File: src/rtl/sdb_pkg.sv
package sdb_pkg;

    localparam int WORD_W  = 32;
    localparam int ENTRIES = 4;
    localparam int PTR_W   = $clog2(ENTRIES);
    localparam int BLK_W   = WORD_W * ENTRIES;

    localparam logic ADDR_DATA = 1'b0;
    localparam logic ADDR_PTR  = 1'b1;

    typedef enum logic [2:0] {
        SEG_128 = 3'd0,
        SEG_64  = 3'd1,
        SEG_32  = 3'd2,
        SEG_16  = 3'd3,
        SEG_8   = 3'd4
    } seg_e;

    typedef logic [ENTRIES-1:0] ent_mask_t;
    typedef logic [PTR_W-1:0]   ptr_t;

    typedef struct packed {
        logic              data_wr;
        logic              data_rd;
        logic              ptr_wr;
        logic [WORD_W-1:0] wdata;
    } bus_req_t;

    // Entries that must be read before the completion flag may drop
    function automatic ent_mask_t need_mask(input logic [2:0] seg);
        ent_mask_t m;
        case (seg)
            SEG_64:                m = ent_mask_t'(2'b11);
            SEG_32, SEG_16, SEG_8: m = ent_mask_t'(1'b1);
            default:               m = '1;
        endcase
        return m;
    endfunction

    function automatic ptr_t ptr_step(input ptr_t p);
        return ptr_t'(p + 1'b1);
    endfunction

    function automatic bus_req_t decode_bus(input logic wr, input logic rd,
                                            input logic addr,
                                            input logic [WORD_W-1:0] wd);
        bus_req_t r;
        r.data_wr = wr && (addr == ADDR_DATA);
        r.data_rd = rd && !wr && (addr == ADDR_DATA);
        r.ptr_wr  = wr && (addr == ADDR_PTR);
        r.wdata   = wd;
        return r;
    endfunction

endpackage

File: src/rtl/sdb_ptr.sv
module sdb_ptr
    import sdb_pkg::*;
(
    input  logic     clk,
    input  logic     rst,
    input  bus_req_t req,
    output ptr_t     ptr
);

    always_ff @(posedge clk) begin
        if (rst) begin
            ptr <= '0;
        end else if (req.ptr_wr) begin
            ptr <= req.wdata[PTR_W-1:0];
        end else if (req.data_wr || req.data_rd) begin
            ptr <= ptr_step(ptr);
        end
    end


    ptr_adv_chk: assert property (@(posedge clk) disable iff (rst)
        ((req.data_wr || req.data_rd) && !req.ptr_wr) |=> ptr == ptr_t'($past(ptr) + 1'b1));


    ptr_load_chk: assert property (@(posedge clk) disable iff (rst)
        req.ptr_wr |=> ptr == $past(req.wdata[PTR_W-1:0]));


    ptr_hold_chk: assert property (@(posedge clk) disable iff (rst)
        !(req.ptr_wr || req.data_wr || req.data_rd) |=> $stable(ptr));

endmodule

File: src/rtl/sdb_store.sv
module sdb_store
    import sdb_pkg::*;
#(
    parameter int DW = WORD_W,
    parameter int N  = ENTRIES,
    localparam int IW = $clog2(N)
) (
    input  logic            clk,
    input  logic            rst,
    input  logic            load,
    input  logic [DW*N-1:0] blk_in,
    input  logic            wr_en,
    input  logic [IW-1:0]   wr_idx,
    input  logic [DW-1:0]   wdata,
    output logic [DW*N-1:0] blk_out
);

    for (genvar g = 0; g < N; g++) begin : g_ent
        logic [DW-1:0] ent_q;
        always_ff @(posedge clk) begin
            if (rst) begin
                ent_q <= '0;
            end else if (load) begin
                ent_q <= blk_in[g*DW +: DW];
            end else if (wr_en && (wr_idx == IW'(g))) begin
                ent_q <= wdata;
            end
        end
        assign blk_out[g*DW +: DW] = ent_q;
    end


    load_prio_chk: assert property (@(posedge clk) disable iff (rst)
        load |=> blk_out == $past(blk_in));


    idle_hold_chk: assert property (@(posedge clk) disable iff (rst)
        !(load || wr_en) |=> $stable(blk_out));

endmodule

File: src/rtl/sdb_flag.sv
module sdb_flag
    import sdb_pkg::*;
(
    input  logic       clk,
    input  logic       rst,
    input  logic       load,
    input  logic       rd_hit,
    input  ptr_t       rd_idx,
    input  logic [2:0] seg,
    input  logic       irq_en,
    output logic       flag,
    output logic       irq,
    output ent_mask_t  rd_mask
);

    ent_mask_t need;
    ent_mask_t mask_upd;

    always_comb begin
        need     = need_mask(seg);
        mask_upd = rd_mask | (ent_mask_t'(1) << rd_idx);
    end

    always_ff @(posedge clk) begin
        if (rst) begin
            flag    <= 1'b0;
            rd_mask <= '0;
        end else if (load) begin
            flag    <= 1'b1;
            rd_mask <= '0;
        end else if (rd_hit) begin
            rd_mask <= mask_upd;
            if ((mask_upd & need) == need) begin
                flag <= 1'b0;
            end
        end
    end

    assign irq = flag && irq_en;


    load_set_chk: assert property (@(posedge clk) disable iff (rst)
        load |=> flag);


    clear_cause_chk: assert property (@(posedge clk) disable iff (rst)
        $fell(flag) |-> $past(rd_hit));


    mask_restart_chk: assert property (@(posedge clk) disable iff (rst)
        load |=> rd_mask == '0);


    no_read_hold_chk: assert property (@(posedge clk) disable iff (rst)
        (flag && !rd_hit) |=> flag);

endmodule

File: src/rtl/sdb_top.sv
module sdb_top
    import sdb_pkg::*;
(
    input  logic               clk,
    input  logic               rst,
    input  logic               bus_wr,
    input  logic               bus_rd,
    input  logic               bus_addr,
    input  logic [WORD_W-1:0]  bus_wdata,
    output logic [WORD_W-1:0]  bus_rdata,
    input  logic [2:0]         seg_sel,
    input  logic               irq_en,
    input  logic               eng_done,
    input  logic [BLK_W-1:0]   eng_blk_in,
    output logic [BLK_W-1:0]   eng_blk_out,
    output logic               cmp_flag,
    output logic               irq
);

    bus_req_t  req;
    ptr_t      ptr;
    ent_mask_t rd_mask;

    assign req = decode_bus(bus_wr, bus_rd, bus_addr, bus_wdata);

    sdb_ptr u_ptr (
        .clk (clk),
        .rst (rst),
        .req (req),
        .ptr (ptr)
    );

    sdb_store #(.DW(WORD_W), .N(ENTRIES)) u_store (
        .clk     (clk),
        .rst     (rst),
        .load    (eng_done),
        .blk_in  (eng_blk_in),
        .wr_en   (req.data_wr),
        .wr_idx  (ptr),
        .wdata   (req.wdata),
        .blk_out (eng_blk_out)
    );

    sdb_flag u_flag (
        .clk     (clk),
        .rst     (rst),
        .load    (eng_done),
        .rd_hit  (req.data_rd),
        .rd_idx  (ptr),
        .seg     (seg_sel),
        .irq_en  (irq_en),
        .flag    (cmp_flag),
        .irq     (irq),
        .rd_mask (rd_mask)
    );

    // read data follows the address and the pointer
    always_comb begin
        if (bus_addr == ADDR_PTR) begin
            bus_rdata = WORD_W'(ptr);
        end else begin
            bus_rdata = eng_blk_out[int'(ptr)*WORD_W +: WORD_W];
        end
    end


    irq_gate_chk: assert property (@(posedge clk) disable iff (rst)
        !irq_en |-> !irq);

endmodule

File: config.mk
export PLATFORM = sky130hd
export DESIGN_NAME = sdb_top
export DESIGN_NICKNAME = d
export VERILOG_FILES = /design/src/rtl/sdb_pkg.sv /design/src/rtl/sdb_ptr.sv /design/src/rtl/sdb_store.sv /design/src/rtl/sdb_flag.sv /design/src/rtl/sdb_top.sv
export SDC_FILE = /design/constraint.sdc
export NUM_CORES = 1
export LEC_CHECK = 0
export CORE_MARGIN = 4
export CORE_UTILIZATION = 42
export DETAILED_ROUTE_END_ITERATION = 16
export PLACE_DENSITY = 0.78
export SETUP_SLACK_MARGIN = 0.5
export SKIP_LAST_GASP = 1
export SYNTH_ARGS = -nofsm -noshare
export SYNTH_HDL_FRONTEND = slang
export SYNTH_SLANG_ARGS = --single-unit
export TNS_END_PERCENT = 1
File: constraint.sdc
create_clock -name clk -period 2.1 [get_ports clk]
set_clock_uncertainty 0.05 [all_clocks]
set_input_delay 0.21 -clock clk [delete_from_list [all_inputs] [get_ports clk]]
set_output_delay 0.21 -clock clk [all_outputs]
set_load 0.005 [all_outputs]
# Word-level counts from Yosys, hierarchy flattened
# Cells that the tools add are included.
# W data, S select, Z words.
[totals]
regBits = 135
[op_classes]
addsub = 1
n_eq_ne = 8
shift = 2
n_mux = 15
n_bitwise = 3
reduce_logical = 22
[op_table]
columns = ["operator", "n"]
rows = [
  ["$mux W32", 9],
  ["$shiftx A128 B8 Y32", 1],
  ["$reduce_bool A2 Y1", 7],
  ["$logic_and A1 B1 Y1", 9],
  ["$pmux W4 S2", 1],
  ["$eq A3 B2 Y1 const B", 2],
  ["$and A4 B4 Y4", 1],
  ["$eq A2 B2 Y1 const B", 2],
  ["$eq A4 B4 Y1", 1],
  ["$mux W2", 2],
  ["$or A4 B4 Y4", 1],
  ["$shl A1 B2 Y4 const A", 1],
  ["$eq A3 B1 Y1 const B", 1],
  ["$eq A3 B3 Y1 const B", 1],
  ["$mux W1", 3],
  ["$reduce_or A3 Y1", 1],
  ["$add A2 B1 Y2 const B", 1],
  ["$eq A2 B1 Y1 const B", 1],
  ["$logic_not A2 Y1", 1],
  ["$reduce_and A2 Y1", 1],
  ["$reduce_or A2 Y1", 1],
  ["$logic_not A1 Y1", 1],
  ["$logic_or A1 B1 Y1", 1],
  ["$not A1 Y1", 1],
]

# Longest topological paths before layout
[depth]
ltp_word = 8
depth_mapped = 9
depth_no_buf = 5

# Cells and area by module
# A second synthesis with hierarchy kept.
[unflattened]
hier_cells = 779
hier_area_um2 = 7851.3
[by_module_without_submodules]
columns = ["module", "instances", "cells_each", "area_per_inst_um2", "seq_area_each_um2"]
rows = [
  ["sdb_store", 1, 655, 6461.2, 2562.5],
  ["sdb_top", 1, 82, 1027.2, 0.0],
  ["sdb_flag", 1, 31, 270.3, 100.1],
  ["sdb_ptr", 1, 11, 92.6, 40.0],
]

# Least setup slack after synthesis
# No wires, ideal clock.
[synth_path]
path_type = "reg-to-reg"
from = "register u_ptr.ptr[1]"
to = "register u_store.g_ent[0].ent_q[10]"
t_arrival_ns = 1.611
setup_slack_ns = 0.301
stages_incl_launch_ff = 10
n_path_buf = 4
cell_sequence = "dfxtp_1 -> buf_2 -> buf_2 -> inv_1 -> ha_1 -> nand3b_1 -> buf_6 -> buf_8 -> mux2i_1 -> a211oi_1"
[synth_via]
elab_chain_cells = 3
[synth_rtl]
columns = ["item", "line_no", "source"]
rows = [
  ["from (decl)", "sdb_ptr.sv:7", "output ptr_t ptr"],
  ["from (signal assigned)", "sdb_ptr.sv:14", "ptr <= req.wdata[PTR_W-1:0];"],
  ["from (signal assigned)", "sdb_ptr.sv:16", "ptr <= ptr_step(ptr);"],
  ["$logic_not A2 Y1", "sdb_store.sv:25", "end else if (wr_en && (wr_idx == IW'(g))) begin"],
  ["$logic_and A1 B1 Y1", "sdb_store.sv:25", ""],
  ["$reduce_bool A2 Y1 (no source line)", "-", ""],
  ["to (signal assigned)", "sdb_store.sv:24", "ent_q <= blk_in[g*DW +: DW];"],
  ["to (signal assigned)", "sdb_store.sv:26", "ent_q <= wdata;"],
  ["to (decl)", "sdb_store.sv:19", "logic [DW-1:0] ent_q;"],
]
# Every way passes these cells.
# A chain may end at the register's enable or synchronous reset.

# Worst setup path in the final report
[layout_path]
from = "register u_ptr.ptr[0]"
to = "output port bus_rdata[27]"
[layout_via]
elab_chain_cells = 2
[layout_rtl]
columns = ["item", "line_no", "source"]
rows = [
  ["$shiftx A128 B8 Y32", "sdb_top.sv:62", "bus_rdata = eng_blk_out[int'(ptr)*WORD_W +: WORD_W];"],
  ["$mux W32", "sdb_top.sv:59", "if (bus_addr == ADDR_PTR) begin"],
  ["to (decl)", "sdb_top.sv:10", "output logic [WORD_W-1:0] bus_rdata,"],
]
# Every way passes these cells.

==> run metrics <==
status finished, violations left; failing checks negative setup slack; Initial DRC Count 310; Final Setup Violations 33; IO Count 332; Netlist Area Pre-Place 7117 sq um; die width 138.2 um; Finished Layout Cells 1270; commonest non-fill, non-tap cell in the layout clkdlybuf4s50_1; Routed wire per std cell 20.82 um; kind of critical path reg2out; area growth from synthesis to layout 62.55%; FP Rows 47; #FFs+latches synth 135; HP Start bus_addr; layout cell share with drive strength beyond 1 13.16%; RSZ-0062 raised after global routing true; Post-Syn Area per Cell 10.12 sq um; Worst-path clk slew 0.06 ns; core area 16580 sq um; Syn. warnings 0; GPL Wtd Cong 0.8569; die area 19090 sq um; clock root buffer clkbuf_16; Synth area leader dfxtp_1; Crit path max-delay family multiplexers; die height 138.2 um; setup TNS -2.815 ns; antenna violations before repair 1; max_slew headroom 64.88%; VDD IR max 0.5324 mV; Crit-path slowest cell mux4_2; Startpoint Class flip-flop; min setup slack post-route -0.1195 ns; first-pass GRT wire length 40.77 mm; Worst EP arrival 1.96 ns; Synth Net Count 877; R2R depth 10; Final nets 1210; dpl cells 1209; largest net degree at the start of global routing 71; hpwl dp 18.28 mm; worst-skew pair later-pin latency 0.41 ns; reg2reg end u_store.g_ent[2].ent_q[13]; commonest cells after routing, fill and taps aside 298 x clkdlybuf4s50_1, 133 x dfxtp_1, 131 x nor2_1; sequential-to-total area share from yosys stat 37.97%; DR vias 7021; clk sink count 135; worst hold endpoint u_ptr.ptr[1]; Leak 5.078 nW; Worst Hold Class in2reg; post-DR vias/cell 5.528; Max Freq 450.5 MHz; CTS buffer count 17; share of the synthesized area in the top cell type 37.97%; fillers 1274; Crit path buffers/inverters 4; max_cap viols 0; remaining global-route overflow 0; crit path time final 2.220 ns; drt drc 0; Routed Antenna Nets 0; hold path depth 3; clk buf depth 2; Fin. Hold Viols 0; CP max stage delay 0.51 ns; measured slew at the worst slew-check pin 0.5257 ns; all-layer global routing usage 26.68%; Slew Viols, Final 0; synth top area cells dfxtp_1 38%, mux2i_1 18%, a211oi_1 14%; final wirelength 26.44 mm; CP required 1.84 ns; setup slack, reg-to-reg -0.01 ns; vias in the first global route 6947; Starting Density 42.92%; TritonCTS clock tree built; endpoint type of the worst setup path output pin; Synth Instances 703; Critical Path, Cell by Cell buf_6 -> buf_12 -> buf_16 -> mux4_2 -> nor2b_4 -> buf_2; Reg-to-Reg Start u_ptr.ptr[0]; DRT Pass-1 Iters 4; post-synth cell types 30; fin crit share 105.7%; port bufs 331; Max H-tree Level 4; crit-path max FO 6; PD cells 695.0 nW/um^2
## per-stage QoR
step	hold slack (ns)	worst slack (ns)	util, %	power, W	instance area, sq um
6_report	0.2362	-0.1195	69.76	0.008040	11570
5_1_grt	0.2474	-0.1860	69.76	0.008362	11570
4_1_cts	0.2162	-0.1377	69.10	0.008072	11460
3_5_place_dp	0.4456	0.06765	63.80	0.004762	10580
3_3_place_gp	0.4390	0.08350	63.80	0.004741	10580
2_1_floorplan	0.2393	0.4730	-	0.003736	7151
## worst register-to-register path, cell delays in order (launching register included)
cell and delay, ns:
dfxtp_4 0.43, buf_6 0.14, buf_16 0.14, buf_8 0.13, inv_1 0.06, ha_1 0.23
nand3b_1 0.12, buf_4 0.16, buf_6 0.19, mux2i_1 0.24, a211oi_1 0.10
## flip-flops by register name, summed over array words and instances (netlist names)
name and count:
u_flag.flag 1, u_flag.rd_mask 4, u_ptr.ptr 2, u_store.g_ent.ent_q 128
## what timing repair did
action | 4_1_cts | 5_1_grt
endpoints found under the setup margin | 184 | 254
pin swaps | 0 | 1
hold endpoints to repair | 2 | 0
cloned | 3 | 2
hold buffers | 1 | 0
buffers inserted | 20 | 2
gates resized for setup | 82 | 18
## layout make-up
| cell class | count | area (sq um) | area share, % |
|---|---|---|---|
| Antenna cell | 1 | 2.502 | 0.02163 |
| Clock buffer | 24 | 491.7 | 4.250 |
| Clock inverter | 8 | 142.6 | 1.233 |
| Inverter | 5 | 23.77 | 0.2055 |
| Multi-Input combinational cell | 491 | 3959 | 34.22 |
| Sequential cell | 135 | 2710 | 23.43 |
| Tap cell | 220 | 275.3 | 2.379 |
| Timing Repair Buffer | 386 | 3964 | 34.26 |
## metal layers
layer | track usage (%) | share of wire (%)
met1 | 33.57 | 42
met2 | 43.68 | 47
met3 | 8.184 | 8.3
met4 | 9.204 | 2.9
met5 | 0 | 0
## where the power goes
group	total (W)	internal [W]	switching (W)
clock	0.00323	0.00211	0.00112
combinational	0.00187	0.00117	0.000695
sequential	0.00295	0.00276	0.000189
total	0.00804	0.00604	0.00200
## how the worst max path moves through the flow
| stage | end | start | slack [ns] | cells past startpoint |
|---|---|---|---|---|
| finish | bus_rdata[27] | u_ptr.ptr[0] | -0.12 | 6 |
| global placement | u_store.g_ent[2].ent_q[16] | u_ptr.ptr[0] | 0.08 | 7 |
| CTS | bus_rdata[27] | u_ptr.ptr[0] | -0.14 | 6 |
| detailed placement | u_store.g_ent[2].ent_q[17] | u_ptr.ptr[0] | 0.07 | 7 |
| floorplan | u_store.g_ent[0].ent_q[1] | u_ptr.ptr[1] | 0.47 | 9 |
| global route | bus_rdata[27] | u_ptr.ptr[0] | -0.19 | 6 |
## logic make-up (layout without fill, tap and decap cells)
logic type,count (synthesis),after routing,share of synthesized area (%)
muxes,164,164,28.39
adders and majority gates,4,4,0.7033
and+or+nand+nor,179,179,11.15
buffers and inverters,77,423,6.874
DFF,135,135,37.97
other,0,1,0
AOI/OAI and AO/OA,144,144,14.91
## synthesized netlist by cell type, drive strengths merged
master	number
a211oi	129
a21oi	5
a31oi	1
and2	1
buf	39
clkbuf	33
dfxtp	135
ha	4
inv	5
mux2	3
mux2i	131
mux4	30
nand2	2
nand2b	2
nand3b	5
nor2	131
nor2b	30
nor3	4
nor3b	2
o2111ai	1
o211ai	1
o21ai	3
o22ai	1
o311ai	1
o31ai	2
or3	1
or3b	1
Power figures use the tool's default switching activity.
